--- src/rtl/ckpt_rf_pkg.sv ---
package ckpt_rf_pkg;
    typedef enum logic [0:0] {
        ST_CLEAN = 1'b0,
        ST_DIRTY = 1'b1
    } blk_state_e;
endpackage

--- src/rtl/ckpt_rf_bank.sv ---
// One physical copy of the register file: single write port, NUM_RD async reads.
module ckpt_rf_bank #(
    parameter int NUM_REGS = 16,
    parameter int DATA_W   = 32,
    parameter int NUM_RD   = 2,
    parameter int ADDR_W   = 4
) (
    input  logic                     clk,
    input  logic                     rst_n,
    input  logic                     we,
    input  logic [ADDR_W-1:0]        waddr,
    input  logic [DATA_W-1:0]        wdata,
    input  logic [NUM_RD*ADDR_W-1:0] raddr,
    output logic [NUM_RD*DATA_W-1:0] rdata
);
    logic [DATA_W-1:0] mem [NUM_REGS];

    always_ff @(posedge clk) begin
        if (!rst_n) begin
            for (int i = 0; i < NUM_REGS; i++) mem[i] <= '0;
        end else if (we) begin
            mem[waddr] <= wdata;
        end
    end

    for (genvar p = 0; p < NUM_RD; p++) begin : g_rd
        assign rdata[p*DATA_W +: DATA_W] = mem[raddr[p*ADDR_W +: ADDR_W]];
    end
endmodule

--- src/rtl/ckpt_rf_map.sv ---
// Mapping control: selector mask, written mask, checkpoint ring, block FSM.
module ckpt_rf_map
    import ckpt_rf_pkg::*;
#(
    parameter int NUM_REGS   = 16,
    parameter int MAX_BLOCKS = 3,
    parameter int ADDR_W     = 4
) (
    input  logic                clk,
    input  logic                rst_n,
    input  logic                wr_en,
    input  logic [ADDR_W-1:0]   wr_addr,
    input  logic                blk_end,
    input  logic                rollback,
    output logic [NUM_REGS-1:0] sel_mask,
    output logic                wr_go,
    output logic                wr_bank
);
    localparam int RING  = MAX_BLOCKS + 1;
    localparam int PTR_W = (RING > 1) ? $clog2(RING) : 1;
    localparam logic [PTR_W-1:0] LAST = PTR_W'(RING - 1);

    logic [NUM_REGS-1:0] map_q, dirty_q, map_wr, dirty_wr, ckpt_top;
    logic [NUM_REGS-1:0] ring_q [RING];
    logic [PTR_W-1:0]    ptr_q, ptr_nxt, top_idx;
    logic                wr_first;
    blk_state_e          fsm_q, fsm_d;

    // Next-state logic of the block FSM
    always_comb begin
        fsm_d = fsm_q;
        unique case (fsm_q)
            ST_CLEAN: if (!rollback && wr_en && !blk_end) fsm_d = ST_DIRTY;
            ST_DIRTY: if (rollback || blk_end)           fsm_d = ST_CLEAN;
            default:  fsm_d = ST_CLEAN;
        endcase
    end

    // State register of the block FSM
    always_ff @(posedge clk) begin
        if (!rst_n) fsm_q <= ST_CLEAN;
        else        fsm_q <= fsm_d;
    end

    // Outputs and combinational mapping update
    always_comb begin
        wr_go    = wr_en & ~rollback;
        wr_first = wr_go & ~dirty_q[wr_addr];
        wr_bank  = dirty_q[wr_addr] ? map_q[wr_addr] : ~map_q[wr_addr];
        sel_mask = map_q;
        map_wr   = map_q;
        dirty_wr = dirty_q;
        if (wr_first) map_wr[wr_addr] = ~map_q[wr_addr];
        if (wr_go)    dirty_wr[wr_addr] = 1'b1;
        top_idx  = (ptr_q == '0) ? LAST : ptr_q - 1'b1;
        ptr_nxt  = (ptr_q == LAST) ? '0 : ptr_q + 1'b1;
        ckpt_top = ring_q[top_idx];
    end

    always_ff @(posedge clk) begin
        if (!rst_n) begin
            map_q   <= '0;
            dirty_q <= '0;
            ptr_q   <= '0;
            for (int i = 0; i < RING; i++) ring_q[i] <= '0;
        end else if (rollback) begin
            map_q   <= ckpt_top;
            dirty_q <= '0;
        end else begin
            map_q   <= map_wr;
            dirty_q <= blk_end ? '0 : dirty_wr;
            if (blk_end) begin
                ring_q[ptr_q] <= map_wr;
                ptr_q         <= ptr_nxt;
            end
        end
    end

    AST_CLEAN_NO_DIRTY: assert property (@(posedge clk) disable iff (!rst_n)
        fsm_q == ST_CLEAN |-> dirty_q == '0);
    AST_FIRST_WRITE_FLIP: assert property (@(posedge clk) disable iff (!rst_n)
        wr_go && !dirty_q[wr_addr] |=> map_q[$past(wr_addr)] != $past(map_q[wr_addr]));
    AST_REPEAT_NO_FLIP: assert property (@(posedge clk) disable iff (!rst_n)
        wr_go && dirty_q[wr_addr] |=> map_q == $past(map_q));
    AST_ONE_FLIP_MAX: assert property (@(posedge clk) disable iff (!rst_n)
        !rollback |=> $countones(map_q ^ $past(map_q)) <= 1);
    AST_ROLLBACK_RESTORE: assert property (@(posedge clk) disable iff (!rst_n)
        rollback |=> map_q == $past(ckpt_top) && dirty_q == '0);
    AST_CLEAN_MATCHES_CKPT: assert property (@(posedge clk) disable iff (!rst_n)
        ((map_q ^ ckpt_top) & ~dirty_q) == '0);
    AST_BLKEND_CLEARS: assert property (@(posedge clk) disable iff (!rst_n)
        blk_end && !rollback |=> dirty_q == '0 && fsm_q == ST_CLEAN);
endmodule

--- src/rtl/ckpt_regfile.sv ---
module ckpt_regfile #(
    parameter int NUM_REGS   = 16,
    parameter int DATA_W     = 32,
    parameter int MAX_BLOCKS = 3,
    parameter int NUM_RD     = 2
) (
    input  logic                                 clk,
    input  logic                                 rst_n,
    input  logic                                 wr_en,
    input  logic [$clog2(NUM_REGS)-1:0]          wr_addr,
    input  logic [DATA_W-1:0]                    wr_data,
    input  logic                                 blk_end,
    input  logic                                 rollback,
    input  logic [NUM_RD*$clog2(NUM_REGS)-1:0]   rd_addr,
    output logic [NUM_RD*DATA_W-1:0]             rd_data
);
    localparam int AW = $clog2(NUM_REGS);

    logic [NUM_REGS-1:0]      sel_mask;
    logic                     wr_go, wr_bank;
    logic [NUM_RD*DATA_W-1:0] bank_rd [2];

    ckpt_rf_map #(
        .NUM_REGS(NUM_REGS), .MAX_BLOCKS(MAX_BLOCKS), .ADDR_W(AW)
    ) map_i (
        .clk(clk), .rst_n(rst_n), .wr_en(wr_en), .wr_addr(wr_addr),
        .blk_end(blk_end), .rollback(rollback),
        .sel_mask(sel_mask), .wr_go(wr_go), .wr_bank(wr_bank)
    );

    for (genvar b = 0; b < 2; b++) begin : g_bank
        localparam logic BID = (b == 1);
        ckpt_rf_bank #(
            .NUM_REGS(NUM_REGS), .DATA_W(DATA_W), .NUM_RD(NUM_RD), .ADDR_W(AW)
        ) bank_i (
            .clk(clk), .rst_n(rst_n), .we(wr_go && (wr_bank == BID)),
            .waddr(wr_addr), .wdata(wr_data),
            .raddr(rd_addr), .rdata(bank_rd[b])
        );
    end

    for (genvar p = 0; p < NUM_RD; p++) begin : g_rdmux
        logic [AW-1:0] ra;
        assign ra = rd_addr[p*AW +: AW];
        assign rd_data[p*DATA_W +: DATA_W] =
            (wr_go && wr_addr == ra) ? wr_data :
            (sel_mask[ra] ? bank_rd[1][p*DATA_W +: DATA_W]
                          : bank_rd[0][p*DATA_W +: DATA_W]);
    end
endmodule

--- config.mk ---
export PLATFORM = sky130hd
export DESIGN_NAME = ckpt_regfile
export DESIGN_NICKNAME = d
export VERILOG_FILES = /design/src/rtl/ckpt_rf_pkg.sv /design/src/rtl/ckpt_rf_bank.sv /design/src/rtl/ckpt_rf_map.sv /design/src/rtl/ckpt_regfile.sv
export SDC_FILE = /design/constraint.sdc
export NUM_CORES = 2
export LEC_CHECK = 0
export BUFFER_PORTS_ARGS = -buffer_cell sky130_fd_sc_hd__buf_2
export CAP_MARGIN = 20
export CORE_MARGIN = 5
export CORE_UTILIZATION = 32
export DETAILED_ROUTE_END_ITERATION = 12
export GPL_TIMING_DRIVEN = 0
export SETUP_SLACK_MARGIN = 0.5
export SLEW_MARGIN = 10
export SYNTH_ARGS = -nofsm -noshare
export SYNTH_HDL_FRONTEND = slang
export SYNTH_SLANG_ARGS = --single-unit
--- constraint.sdc ---
create_clock -name clk -period 6.75 [get_ports clk]
set_input_delay 0.3375 -clock clk [delete_from_list [all_inputs] [get_ports clk]]
set_output_delay 0.3375 -clock clk [all_outputs]
set_load 0.02 [all_outputs]
==> run summary <==
The average instance in the mapped netlist occupies 13.93 um2. The final worst-path cycle share came out at 85.56%. The clock skew came out at 0.03466 ns. Across all register-to-register paths, the minimum setup slack is 3.11 ns. The actual transition at the worst max-transition pin came out at 1.354 ns.

Summed over all cells, the static leakage comes to 22.69 nW. Traced cell by cell, the critical path runs through buf_2 -> clkbuf_1 -> nor2_1 -> a22oi_1 -> nand2_2 -> buf_2 -> clkbuf_1 -> nand2_1 -> a31oi_1 -> buf_2. The total congestion overflow after global routing is 0. The startpoint identified for the worst hold timing path is wr_data[23]. The horizontal die dimension came out at 433.2 um. The floorplan step set the die height to 433.2 um.

The cell that appears most often on the critical path is buf_2. Entering global routing, the biggest net connects 19 pins. Pin placement for this block handled 113 I/O pins. The cell with the largest stage delay on the worst path is nor2_1. The number of nets at the end of the flow came out at 4,493. The remaining design rule violation count came out at 0. Across the run, the number of max-cap violations was 0. The placer congestion estimate came out at 1.005. The number of levels in the clock H-tree is 4.

The routed wire length per instance came out at 36.79 um. The number of gates resized after cts came out at 0. The first TritonRoute pass finished after 8 iterations. The non-filler instance count after layout came out at 6,929.

The power density over the cells came out at 257.8 nW/um2. The initial antenna violation count was 30. Measured in cells, the most critical reg-to-reg path has a length of 6. STA classifies the critical path startpoint as an input pin. Summed over all instances, the cell type with the most area after synthesis is edfxtp_1. The first global-routing pass estimated 341,400 um of wire. The number of placed cells counting well taps came out at 6,656. In this run the remaining antenna-violating nets after routing total 0. The proportion of power drawn by combinational gates is 13.6%. In the synthesized netlist the async set-or-reset flop fraction comes to 0%. The multi-input combinational cell area came out at 22,570 um2. The number of slew-limit violations in the final report is 0. The number of global-route vias before repair came out at 42,310. The number of CTS-inserted buffers is 131. The worst-case IR drop observed on VDD is 0.1616 mV.

In this run the worst path has a maximum fanout of 10. The classification of the worst-slack hold path is in -> reg. The top layer reached by signal wires is met5. Compared with the post-synthesis result, the final layout area differs by 17.24%. The Yosys step of the flow raised 0 warnings. The total area inside the core boundary comes to 178,200 um2. The required time at the endpoint of the critical path came out at 6.41 ns. The library cell used as clock root buffer is clkbuf_16. The total number of vias came out at 43,850.

The post-synthesis cell count is 4,114. In the layout the commonest cells are edfxtp_1, nor2_1, mux4_2. The clock transition at the register clock pins on the worst setup and hold paths after CTS came out at 0.06 ns.

TritonCTS built the clock tree. On the worst path, the slowest cell contributes a delay of 1.13 ns. The number of inserted filler cells in the final layout came out at 16,680. The distinct cell type count of the synthesized netlist is 46. The worst hold path terminates at g_bank[0].bank_i.mem[2][23].

The tightest hold path in the finished design has a slack of 0.07134 ns. The count of flip-flops with a built-in enable after synthesis came out at 1,088. The sequential cells in the finished layout cover a total of 33,350 um2.

The vias per cell came out at 6.328. The share of post-route cells with drive strength above 1 is 24.90%. Setup repair after global routing left no endpoint under its margin. The maximum clock frequency came out at 0.1732 GHz.

The dominant register cell in the synthesized netlist is edfxtp_1. In this run the tightest slew margin relative to its limit is 9.759%. After clock tree synthesis, the flow added hold-fix buffers numbering 1. Setup violations remaining at the end of the flow were counted as 0. In the detailed route, the total length drawn on met3 is 39,620 um. The worst setup path is captured at an output port. The synthesized cell area came out at 57,320 um2.

In this run the power spent charging and discharging nets is 4.717 mW. The number of buffers on the longest clock path is 3. The type of the setup path with the least slack is in -> out. Together, buffers and inverters on the worst path number 5. Detailed placement finished with a half-perimeter wire length of 180,300 um. The initialized floorplan defines 155 standard-cell rows. The number of cells on the worst hold path came out at 3.

Grouping stages by cell kind, the critical path spends the most delay in buffers and inverters. The clock network accounts for 40.5% of the total power. The number of nets in the synthesized netlist is 4,165. The clock latency at the later pin of the worst-skew pair is 0.81 ns. In the detailed route, the total length drawn on met2 is 109,900 um. The final-report hold violation count is 0. The number of clock sinks is 1,122.

The floorplan step defined a die boundary enclosing 187,700 um2. The startpoint identified for the worst register-to-register timing path is map_i.dirty_q[11]. The routed metal-1 wirelength is 82,750 um.

After synthesis, flip-flops and latches occupy 58.19% of the total area. The sequential power share is 46.0%. The endpoint of the most critical register-to-register path is g_bank[0].bank_i.mem[9][13].

The top cell type's share of synthesized area came out at 57.00%. Net switching is 27.23% of the power. Input and output buffers added on the ports amount to 104. The flip-flop and latch count after synthesis came out at 1,122. The worst path in the final design needs a cycle of 5.775 ns, including I/O delays and setup. Power comes to 17.33 mW. The endpoint arrival time on the critical path is 5.44 ns.

The cell internal power dissipation came out at 12.61 mW. The initial standard-cell utilization of the core is 32.16%. For this run, the total global-route usage over all layers was measured as 26.57%. The flow ran to the end, and the final reports show no timing, DRC or antenna violations. The post-CTS repair timing setup buffer count is 0. Leaving out fill and tap cells, the most frequent cell in the layout is edfxtp_1. The final routed wirelength across all metal layers is 254,900 um. The DRC violation total after the first TritonRoute iteration came out at 7,957.

Ranked by total cell area, the synthesized netlist is headed by edfxtp_1, mux4_2, nor2_1, and2_1, a22oi_1.
flip-flops by register name (all words and copies together), names as in the netlist:
register           flops
map_i.ring_q          64
map_i.ptr_q            2
g_bank.bank_i.mem   1024
map_i.sel_mask        16
map_i.dirty_q         16
worst register-to-register path, stage by stage (launching register included):
cell and delay, ns:
dfxtp_1 0.30, mux4_2 0.55, xnor2_1 0.22, nand2_1 0.48
clkbuf_1 0.55, o21ai_4 0.94, buf_16 0.25
power by group through the flow:
stage	Combinational, mW	Sequential [mW]	Clock [mW]
floorplan	1.20	8.08	0
global placement	2.10	8.14	0
detailed placement	2.26	8.11	0
CTS	2.26	7.96	6.98
global route	2.36	7.98	7.28
finish	2.35	7.96	7.01
layer usage:
layer / up-vias / global-route usage (%)
li1: 16460 / -
met1: 21970 / 31.37
met2: 4291 / 39.26
met3: 1117 / 11.13
met4: 16 / 18.49
met5: - / 0.4944
how the worst max path moves through the flow:
stage,start,endpoint,cells after the start
2_1_floorplan,wr_addr[0],g_bank[0].bank_i.mem[8][0],6
6_report,rd_addr[7],rd_data[48],10
3_3_place_gp,wr_addr[0],g_bank[0].bank_i.mem[9][19],7
4_1_cts,rd_addr[7],rd_data[48],10
3_5_place_dp,rd_addr[7],rd_data[48],10
5_1_grt,rd_addr[7],rd_data[48],10
Yosys cell counts (34+ instances only):
cell type,n
o22ai_1,122
dfxtp_1,34
a31oi_1,68
and2_1,259
nand2_1,270
or3_1,65
nor2_1,950
mux4_2,534
buf_2,155
mux2i_1,36
clkbuf_1,200
edfxtp_1,1088
a22oi_1,136
stage by stage:
stage	setup TNS (ns)	instance area, um2	utilization, %	setup WS (ns)
after detailed placement	0	62930	35.31	1.546
final	0	67200	37.71	0.9749
after global routing	0	67160	37.68	1.338
after global placement	-544.17	60790	34.11	-3.299
after CTS	0	67030	37.61	1.591
after floorplan	0	57320	-	2.411
cell families (layout without fill, tap and decap cells):
kind of cell	after synthesis	after routing	synth area share, %
adder cells (fa/ha/maj)	2	2	0.04365
buffers and inverters	397	829	3.073
XOR/XNOR	12	12	0.1834
AO/OA/AOI/OAI	401	401	4.639
multiplexers	573	573	21.67
flip-flops	1122	1122	58.19
other	0	28	0
AND/OR/NAND/NOR	1607	1607	12.20
final cells by class:
cell class,instances,area share (%)
diodes,28,0.1043
clock buffers,158,5.075
flip-flops and latches,1122,49.63
inverters,4,0.02234
plain buffers,393,2.608
well taps,2355,4.385
multi-input cells,2595,33.58
repair buffers,195,3.577
clock inverters,79,1.022
Power figures use the tool's default switching activity.
